==> src/rtl/preload_pkg.sv <==
package preload_pkg;

  typedef enum logic [1:0] {
    ST_IDLE = 2'd0,
    ST_FILL = 2'd1,
    ST_HOLD = 2'd2
  } pl_state_e;

  function automatic int calc_passes(int aw, int ww);
    return (aw + ww - 1) / ww;
  endfunction

  function automatic int calc_pass_w(int np);
    return (np > 1) ? $clog2(np) : 1;
  endfunction

endpackage

==> src/rtl/addr_cycler.sv <==
module addr_cycler #(
  parameter int ADDR_W = 6
) (
  input  logic              clk,
  input  logic              rst_n,
  input  logic              clear,
  input  logic              step,
  output logic [ADDR_W-1:0] addr,
  output logic              at_last
);

  localparam logic [ADDR_W-1:0] LAST_ADDR = {ADDR_W{1'b1}};

  always_ff @(posedge clk) begin
    if (!rst_n) begin
      addr <= '0;
    end else if (clear) begin
      addr <= '0;
    end else if (step) begin
      addr <= addr + 1'b1;
    end
  end

  assign at_last = (addr == LAST_ADDR);

endmodule

==> src/rtl/slice_select.sv <==
module slice_select #(
  parameter int ADDR_W   = 6,
  parameter int WORD_W   = 4,
  parameter int NUM_PASS = 2,
  parameter int PASS_W   = 1
) (
  input  logic [ADDR_W-1:0] addr,
  input  logic [PASS_W-1:0] pass,
  output logic [WORD_W-1:0] data
);

  localparam int EXT_W = NUM_PASS * WORD_W;

  logic [EXT_W-1:0]  ext;
  logic [WORD_W-1:0] slices [NUM_PASS];

  // zero-extend the address to a whole number of words
  assign ext = EXT_W'(addr);

  for (genvar g = 0; g < NUM_PASS; g++) begin : g_slice
    assign slices[g] = ext[g*WORD_W +: WORD_W];
  end

  always_comb begin
    data = '0;
    for (int i = 0; i < NUM_PASS; i++) begin
      if (pass == PASS_W'(i)) data = slices[i];
    end
  end

endmodule

==> src/rtl/preload_fsm.sv <==
module preload_fsm
  import preload_pkg::*;
(
  input  logic clk,
  input  logic rst_n,
  input  logic start,
  input  logic pass_ok,
  input  logic wr_fire,
  input  logic at_last,
  output logic accept,
  output logic filling,
  output logic holding,
  output logic done
);

  pl_state_e state;

  assign filling = (state == ST_FILL);
  assign holding = (state == ST_HOLD);
  assign accept  = !filling && start && pass_ok;

  always_ff @(posedge clk) begin
    if (!rst_n) begin
      state <= ST_IDLE;
      done  <= 1'b0;
    end else begin
      done <= 1'b0;
      unique case (state)
        ST_IDLE, ST_HOLD: if (accept) state <= ST_FILL;
        ST_FILL: begin
          if (wr_fire && at_last) begin
            state <= ST_HOLD;
            done  <= 1'b1;
          end
        end
        default: state <= ST_IDLE;
      endcase
    end
  end

endmodule

==> src/rtl/memsig_preloader.sv <==
module memsig_preloader
  import preload_pkg::*;
#(
  parameter  int ADDR_W   = 6,
  parameter  int WORD_W   = 4,
  localparam int NUM_PASS = calc_passes(ADDR_W, WORD_W),
  localparam int PASS_W   = calc_pass_w(NUM_PASS)
) (
  input  logic              clk,
  input  logic              rst_n,
  input  logic              start,
  input  logic [PASS_W-1:0] pass_sel,
  output logic              wr_valid,
  input  logic              wr_ready,
  output logic [ADDR_W-1:0] wr_addr,
  output logic [WORD_W-1:0] wr_data,
  output logic              read_hold,
  output logic              done,
  output logic [PASS_W-1:0] cur_pass
);

  logic pass_ok;
  logic accept;
  logic wr_fire;
  logic at_last;

  assign pass_ok = ({1'b0, pass_sel} < (PASS_W + 1)'(NUM_PASS));
  assign wr_fire = wr_valid && wr_ready;

  preload_fsm u_fsm (
    .clk     (clk),
    .rst_n   (rst_n),
    .start   (start),
    .pass_ok (pass_ok),
    .wr_fire (wr_fire),
    .at_last (at_last),
    .accept  (accept),
    .filling (wr_valid),
    .holding (read_hold),
    .done    (done)
  );

  addr_cycler #(.ADDR_W(ADDR_W)) u_cycler (
    .clk     (clk),
    .rst_n   (rst_n),
    .clear   (accept),
    .step    (wr_fire),
    .addr    (wr_addr),
    .at_last (at_last)
  );

  always_ff @(posedge clk) begin
    if (!rst_n) cur_pass <= '0;
    else if (accept) cur_pass <= pass_sel;
  end

  slice_select #(
    .ADDR_W   (ADDR_W),
    .WORD_W   (WORD_W),
    .NUM_PASS (NUM_PASS),
    .PASS_W   (PASS_W)
  ) u_slice (
    .addr (wr_addr),
    .pass (cur_pass),
    .data (wr_data)
  );

endmodule

==> config.mk <==
export PLATFORM = sky130hd
export DESIGN_NAME = memsig_preloader
export DESIGN_NICKNAME = d
export VERILOG_FILES = /design/src/rtl/preload_pkg.sv /design/src/rtl/addr_cycler.sv /design/src/rtl/slice_select.sv /design/src/rtl/preload_fsm.sv /design/src/rtl/memsig_preloader.sv
export SDC_FILE = /design/constraint.sdc
export NUM_CORES = 1
export LEC_CHECK = 0
export BUFFER_PORTS_ARGS = -buffer_cell sky130_fd_sc_hd__buf_2
export CAP_MARGIN = 5
export CORE_AREA = 2 2 39 41
export DETAILED_ROUTE_END_ITERATION = 8
export DIE_AREA = 0 0 41 43
export GPL_ROUTABILITY_DRIVEN = 0
export PLACE_DENSITY = 0.66
export REMOVE_ABC_BUFFERS = 1
export SYNTH_ARGS = -nofsm -noshare
export SYNTH_HDL_FRONTEND = slang
export SYNTH_SLANG_ARGS = --single-unit
==> constraint.sdc <==
create_clock -name clk -period 3.1 [get_ports clk]
set_clock_uncertainty 0.15 [all_clocks]
set_input_delay 0.155 -clock clk [delete_from_list [all_inputs] [get_ports clk]]
set_output_delay 0.155 -clock clk [all_outputs]
set_load 0.03 [all_outputs]
# == After elaboration in Yosys (flattened, before gate mapping) ==
# Cells that the tools add are included.
# totals
reg_bits,10
inputBits,5
elab_cells,25
# op_classes
addsub,1
n_mux,5
n_eq_ne,5
bitwise_logic,1
n_reduce_logical,9
# ops
op,n
$add 6x1->6 const B,1
$eq 6x6->1 const B,1
$mux 2,2
$mux 4,1
$pmux 2 s2,1
$reduce_and 2->1,2
$reduce_or 2->1,2
$logic_and 1x1->1,3
$eq 2x1->1 const B,1
$eq 2x2->1 const B,1
$logic_not 2->1,1
$ne 2x1->1 const B,1
$ne 2x2->1 const B,1
$logic_not 1->1,1
$mux 1,1
$not 1->1,1

# == Logic depth before layout (Yosys ltp) ==
# Gate-level depths: netlist of run 1.
# logic_depth
depth_word,5
mapped_depth,4

# == Modules after synthesis ==
# Synthesis of run 1 repeated with hierarchy kept, for this count alone.
# hier_totals
cells_unflattened,50
hier_area_um2,478.0
# by_module_without_submodules
module,instances,cells_per_inst,seq_area_each_um2,area_per_inst_um2
addr_cycler,1,28,120.1,257.7
preload_fsm,1,13,60.1,133.9
memsig_preloader,1,5,20.0,46.3
slice_select,1,4,0.0,40.0

# == Worst setup path before layout of run 1 ==
# No wires, ideal clock.
# synth_timing
path_type,reg-to-reg
startpoint,reg u_cycler.addr[0]
endpoint,reg u_cycler.addr[4]
t_arrival_ps,1450
slack_ps,1430
synth_period_minus_slack_ps,1670
stages_incl_launch_ff,5
setup_ps,70
path_buffers,0
path_cell_list,dfxtp_1 -> ha_1 -> nand4_1 -> or3_2 -> a21oi_1
# synth_via
elab_chain_cells,1
# synth_rtl
item,line,source
"start, declared",addr_cycler.sv:8,"output logic [ADDR_W-1:0] addr,"
"start signal, assigned",addr_cycler.sv:20,addr <= addr + 1'b1;
$add 6x1->6,addr_cycler.sv:20,
# No other way between the ends.
# A chain may end at the register's enable or synchronous reset.

# == Worst setup path in the final report of run 1 ==
# layout_timing
startpoint,reg u_cycler.addr[1]
endpoint,reg u_cycler.addr[4]
# Same word-level chain as after synthesis.

==> results of run 1 <==
layout make-up:
type                    instances  area (µm²)
repair buffers                 19         100
multi-input cells              42         274
well taps                      16        20.0
clock buffers                   4        36.3
flip-flops and latches         10         200
fillers                       148         746
inverters                       2        7.51
Yosys cell counts, drive strengths merged:
library cell,count,share of area
dfxtp,10,0.42
nand3,5,0.052
o21ai,5,0.052
a21oi,4,0.042
nand2,3,0.023
and2,2,0.026
inv,2,0.016
mux2,2,0.047
nand3b,2,0.031
nand4,2,0.026
nor2,2,0.016
nor2b,2,0.026
or3,2,0.029
xor2,2,0.036
a21boi,1,0.016
and2b,1,0.018
ha,1,0.026
nand2b,1,0.029
nand4b,1,0.018
nor3,1,0.010
o21a,1,0.016
o31ai,1,0.016
or4,1,0.016
where the power goes:
group | switching, mW | internal [mW]
clock network | 0.0465 | 0.0712
logic | 0.0215 | 0.0117
registers | 0.00526 | 0.132
timing repair:
| action | in CTS | in global routing |
|---|---|---|
| endpoints found under the hold margin | 1 | 0 |
| setup buffers | 0 | 0 |
| hold buffers | 1 | 0 |
metal layers:
layer	share of wire	wire length (µm)	track usage
met5	0	0	0
met4	0.0085	9	0.0800
met3	0.050	53	0.0314
met2	0.47	500	0.216
met1	0.47	495	0.179
cells by family after synthesis:
| family | after synthesis | synth area share |
|---|---|---|
| xor gates and xnor gates | 2 | 0.0364 |
| adders and majority gates | 1 | 0.0260 |
| and+or+nand+nor | 25 | 0.319 |
| DFF | 10 | 0.416 |
| AOI/OAI and AO/OA | 12 | 0.140 |
| muxes | 2 | 0.0467 |
| buffers and inverters | 2 | 0.0156 |
sequential cells by signal, indices dropped and copies added, names as in the netlist:
name / flops
cur_pass: 1
u_cycler.addr: 6
u_fsm.done: 1
u_fsm.state: 2
critical path, stage by stage (launching register included):
cell     delay, ps
dfxtp_1        430
ha_1           230
nand4_1        110
or3_2          420
a21oi_1        140
worst paths after layout:
kind | from | slack (ps) | endpoint | cells past startpoint
worst max register to register | u_cycler.addr[1] | 1560 | u_cycler.addr[4] | 4
worst min register to register | u_cycler.addr[5] | 370 | u_cycler.addr[5] | 2
worst max-delay path | u_cycler.addr[1] | 1560 | u_cycler.addr[4] | 4
worst min-delay path | rst_n | 20 | u_fsm.state[1] | 2
metrics by stage:
stage / worst slack [ps] / hold slack, ps / cell area, µm² / std cells / power (mW)
3_3_place_gp: 1620 / 267 / 592 / 88 / 0.172
5_1_grt: 1440 / 22.4 / 638 / 93 / 0.301
4_1_cts: 1560 / 13.8 / 638 / 93 / 0.290
6_report: 1560 / 17.2 / 638 / 93 / 0.288
3_5_place_dp: 1590 / 282 / 592 / 88 / 0.173
2_1_floorplan: 1430 / 122 / 482 / 54 / 0.161
==> results by group, run 1 <==
CTS
  – CTS clk-pin slew, worst paths: ~70 ps
  – Skew-Pair Late Insertion Delay: 260 ps
  – H-tree Lvls: 1
  – Clk sinks: 10
  – CTS tree: done
  – Total CTS buffers: 3
  – Clock Path Buffers: 2
  – CTS root buf: clkbuf_4
  – Post-CTS Resized: 0

Floorplanning
  – Rows: 14
  – Initial Utilization: 0.348
  – Io pins: 19
  – Width of the die: 41 µm
  – Core area: 1380 µm²
  – Chip Height: between 40 and 50 µm
  – Die area: 1760 µm²

Critical path
  – CP Data Arrival Time: between 1500 and 2000 ps
  – Critical path class: flip-flop to flip-flop
  – Crit path max fanout: 6
  – Critical Path Sink Type: flip-flop
  – Critical Path RT: 3140 ps
  – Crit path launch type: flip-flop

Drt
  – Final wirelength: 1060 µm
  – Vias: roughly 470
  – Remaining antenna violation count: 0
  – 1st-pass router iterations: 4
  – DRC viols: 0
  – WL/cell: around 11 µm
  – First DRT Iteration DRCs: 7
  – Via density: slightly above 5

Layout
  – Commonest non-fill, non-tap cell in the layout: buf_2
  – Antenna fix cells: 0
  – Nets: 84
  – Area growth syn-to-layout: 32.5%
  – Commonest cells after routing, fill and taps aside: buf_2 (18), dfxtp_1 (10), nand3_1 (5)
  – Final Util: 0.461
  – Share of layout cells above drive strength 1: 0.351

Global route
  – Number of global-route vias before repair: ~430
  – First-pass GRT wire length: 1720 µm
  – Total Routing Usage GR: 0.143
  – Initial antenna violation count: 0
  – Grt total ovfl: 0
  – Largest net degree at the start of global routing: 8

Placement
  – Dpl hpwl: ~840 µm
  – I/O Buffers: 18

Logic synthesis
  – Syn Inst Count: between 50 and 60
  – Syn Area/Cell: between 8 and 9 µm²
  – Ys Warns: 0
  – Seq/Total Area, Yosys: 0.416
  – Synth Register Bits: 10
  – Post-Syn Area: between 400 and 500 µm²
  – Post-synth cell types: 25

Timing
  – Worst Tran Pin Value: 467 ps
  – Setup TNS: 0 ps
  – Period utilization: 0.496
  – Slew HR: 0.687
  – Fmax: 650 MHz
  – Slew Viols, Final: 0
  – Final hold vios: 0
  – RSZ-0062 raised after global routing: false
  – Final setup fails: 0
  – Minimum clock period: roughly 1500 ps

Pwr
  – Peak supply drop: roughly 180 µV
  – Leakage dissipation: 0.288 nW
  – PwrDens: around 450 nW/µm²

Run
  – Max-cap violations: 0

Run status
  – Status: completed

Min path
  – Min-Delay Path Class: primary input to flip-flop
(Power assumes the default switching activity.)
==> run 2: changes to the inputs <==
PLACE_DENSITY = 0.69   (was 0.66)
clock period = 1.4 ns   (was 3.1 ns; I/O delays follow)
==> run 2 against run 1 <==
Against the previous run:
- sequential share of layout area decreased by 3.2 points
- critical path depth decreased by 1
- register-to-register slack got worse by 1500 ps
- wire length increased by 21%
- die area unchanged
==> results by group, run 2 (synthesized netlist as in run 1, its figures left out) <==
Global route
  – First-pass GRT wire length: 2020 µm (was 1720 µm)
  – Grt total ovfl: 0 (unchanged)
  – Initial antenna violation count: 0 (unchanged)
  – Largest net degree at the start of global routing: 8 (unchanged)
  – Total Routing Usage GR: 0.179 (was 0.143)
  – Number of global-route vias before repair: 487 (was 426)

Timing
  – Final hold slack: 58.8 ps (was 17.2 ps)
  – Final hold vios: 0 (unchanged)
  – RSZ-0062 raised after global routing: true (was false)
  – Worst Tran Pin Value: 225 ps (was 467 ps)
  – Slew Viols, Final: 0 (unchanged)
  – Slew HR: 0.848 (was 0.687)
  – Period utilization: 0.983
  – Final setup fails: 0 (unchanged)
  – Fmax: between 700 and 800 MHz
  – Minimum clock period: approximately 1400 ps

Critical path
  – WP buf/inv: 2 (was 0)
  – Critical path class: flip-flop to primary output (was flip-flop to flip-flop)
  – Slowest CP cell: dfxtp_2 (was dfxtp_1)
  – Crit path max fanout: 5 (was 6)
  – Critical Path Sink Type: primary output (was flip-flop)
  – Crit path launch type: flip-flop (unchanged)
  – Critical Path RT: 1180 ps (was 3140 ps)
  – CP Data Arrival Time: 1160 ps (was 1580 ps)
  – R2R setup slack: 50 ps (was 1560 ps)
  – Largest delay share family, worst path: flip-flops (was simple AND/OR/NAND/NOR gates)
  – Crit-path max cell delay: 320 ps (was 430 ps)
  – Critical Path, Cell by Cell: buf_4 > mux2_2 > buf_2 (was ha_1 > nand4_1 > or3_2 > a21oi_1)

Drt
  – Vias: 527 (was 474)
  – 1st-pass router iterations: 4 (unchanged)
  – Remaining antenna violation count: 0 (unchanged)
  – Final wirelength: 1280 µm (was 1060 µm)
  – WL/cell: 12.4 µm (was 11.4 µm)
  – Met2 wire length: 629 µm (was 500 µm)
  – Via density: 5.12 (was 5.10)
  – Top layer in use: met4 (unchanged)
  – Wl on met1: 542 µm (was 495 µm)
  – DRC viols: 0 (unchanged)
  – First DRT Iteration DRCs: 9 (was 7)
  – Metal3 WL: 66 µm (was 53 µm)

Placement
  – I/O Buffers: 18 (unchanged)
  – Dpl hpwl: 902 µm (was 837 µm)
  – Placed insts: 95 (was 88)

Floorplanning
  – Core area: 1380 µm² (unchanged)
  – Initial Utilization: 0.348 (unchanged)
  – Chip Height: 43 µm (unchanged)
  – Rows: 14 (unchanged)
  – Die area: 1760 µm² (unchanged)
  – Width of the die: 41 µm (unchanged)
  – Io pins: 19 (unchanged)

Layout
  – Top Registers: u_cycler.addr: 6 flops, u_fsm.state: 2 flops (unchanged)
  – Nets: 95 (was 84)
  – Final cell count without fillers: 103 (was 93)
  – Largest Register: u_cycler.addr (unchanged)
  – Share of layout cells above drive strength 1: 0.494 (was 0.351)
  – Area growth syn-to-layout: 54.8% (was 32.5%)
  – Commonest non-fill, non-tap cell in the layout: buf_2 (unchanged)
  – Commonest cells after routing, fill and taps aside: buf_2 (17), buf_4 (8), nand3_1 (5), dfxtp_2 (5) (was buf_2 (18), dfxtp_1 (10), nand3_1 (5))
  – Antenna fix cells: 0 (unchanged)
  – Max reg flops: 6 (unchanged)

Pwr
  – Leakage dissipation: 0.337 nW (was 0.288 nW)
  – Peak supply drop: 512 µV (was 185 µV)
  – PwrDens: 809 nW/µm² (was 451 nW/µm²)

CTS
  – CTS tree: done (unchanged)
  – Total CTS buffers: 3 (unchanged)
  – CTS clk-pin slew, worst paths: 60 ps (was 70 ps)
  – Clock Path Buffers: 2 (unchanged)
  – Clk sinks: 10 (unchanged)
  – H-tree Lvls: 1 (unchanged)
  – CTS root buf: clkbuf_4 (unchanged)
  – Skew-Pair Late Insertion Delay: 270 ps (was 260 ps)

Run status
  – Status: completed (unchanged)

Run
  – Max-cap violations: 0 (unchanged)

Min path
  – Min-Delay Path Class: primary input to flip-flop (unchanged)
run 2: metal layers:
metal,GRT usage,vias to the layer above
met5,0,-
met4,0.140,0
met3,0.0314,4
met2,0.278,19
met1,0.200,242
li1,-,262
run 2: area by class of cell:
type                            instances  area, µm²
Timing Repair Buffer                   30        196
Multi-Input combinational cell         42        289
Tap cell                               16       20.0
Sequential cell                        10        210
Fill cell                             137        638
Clock buffer                            3       22.5
Inverter                                2       7.51
run 2: path summary, 6_finish.rpt:
kind                         start                to  depth (start not counted)
setup / recovery  u_cycler.addr[0]        wr_data[0]                          3
hold / removal            wr_ready  u_cycler.addr[2]                          4
setup reg to reg    u_fsm.state[1]  u_cycler.addr[5]                          3
hold reg to reg   u_cycler.addr[5]  u_cycler.addr[5]                          2
run 2: worst min-delay path, cell delays in order:
cell,delay (ps)
buf_2,130
nand4b_1,110
xor2_1,60
nor2_1,70
run 2: what timing repair did:
item	in CTS	in global routing
hold buffers	4	0
setup buffers	1	0
pin swaps	1	1
endpoints found under the setup margin	6	3
gates resized for setup	9	5
endpoints found under the hold margin	5	0
run 2: stage by stage:
step | power, mW | worst slack [ps] | util | TNS [ps] | area [µm²]
finish | 0.603 | 24.0 | 0.539 | 0 | 746
global route | 0.630 | -5.57 | 0.539 | -5.57 | 746
CTS | 0.607 | 4.37 | 0.532 | 0 | 736
detailed placement | 0.395 | -22.3 | 0.466 | -28.4 | 644
global placement | 0.395 | 33.9 | 0.466 | 0 | 644
floorplan | 0.355 | -270 | - | -581 | 482
run 2: report_power, final:
part / total (mW) / internal (mW) / switching, mW
Clock: 0.202 / 0.0996 / 0.103
Sequential: 0.301 / 0.292 / 0.00850
Combinational: 0.100 / 0.0433 / 0.0569
Total: 0.603 / 0.435 / 0.168
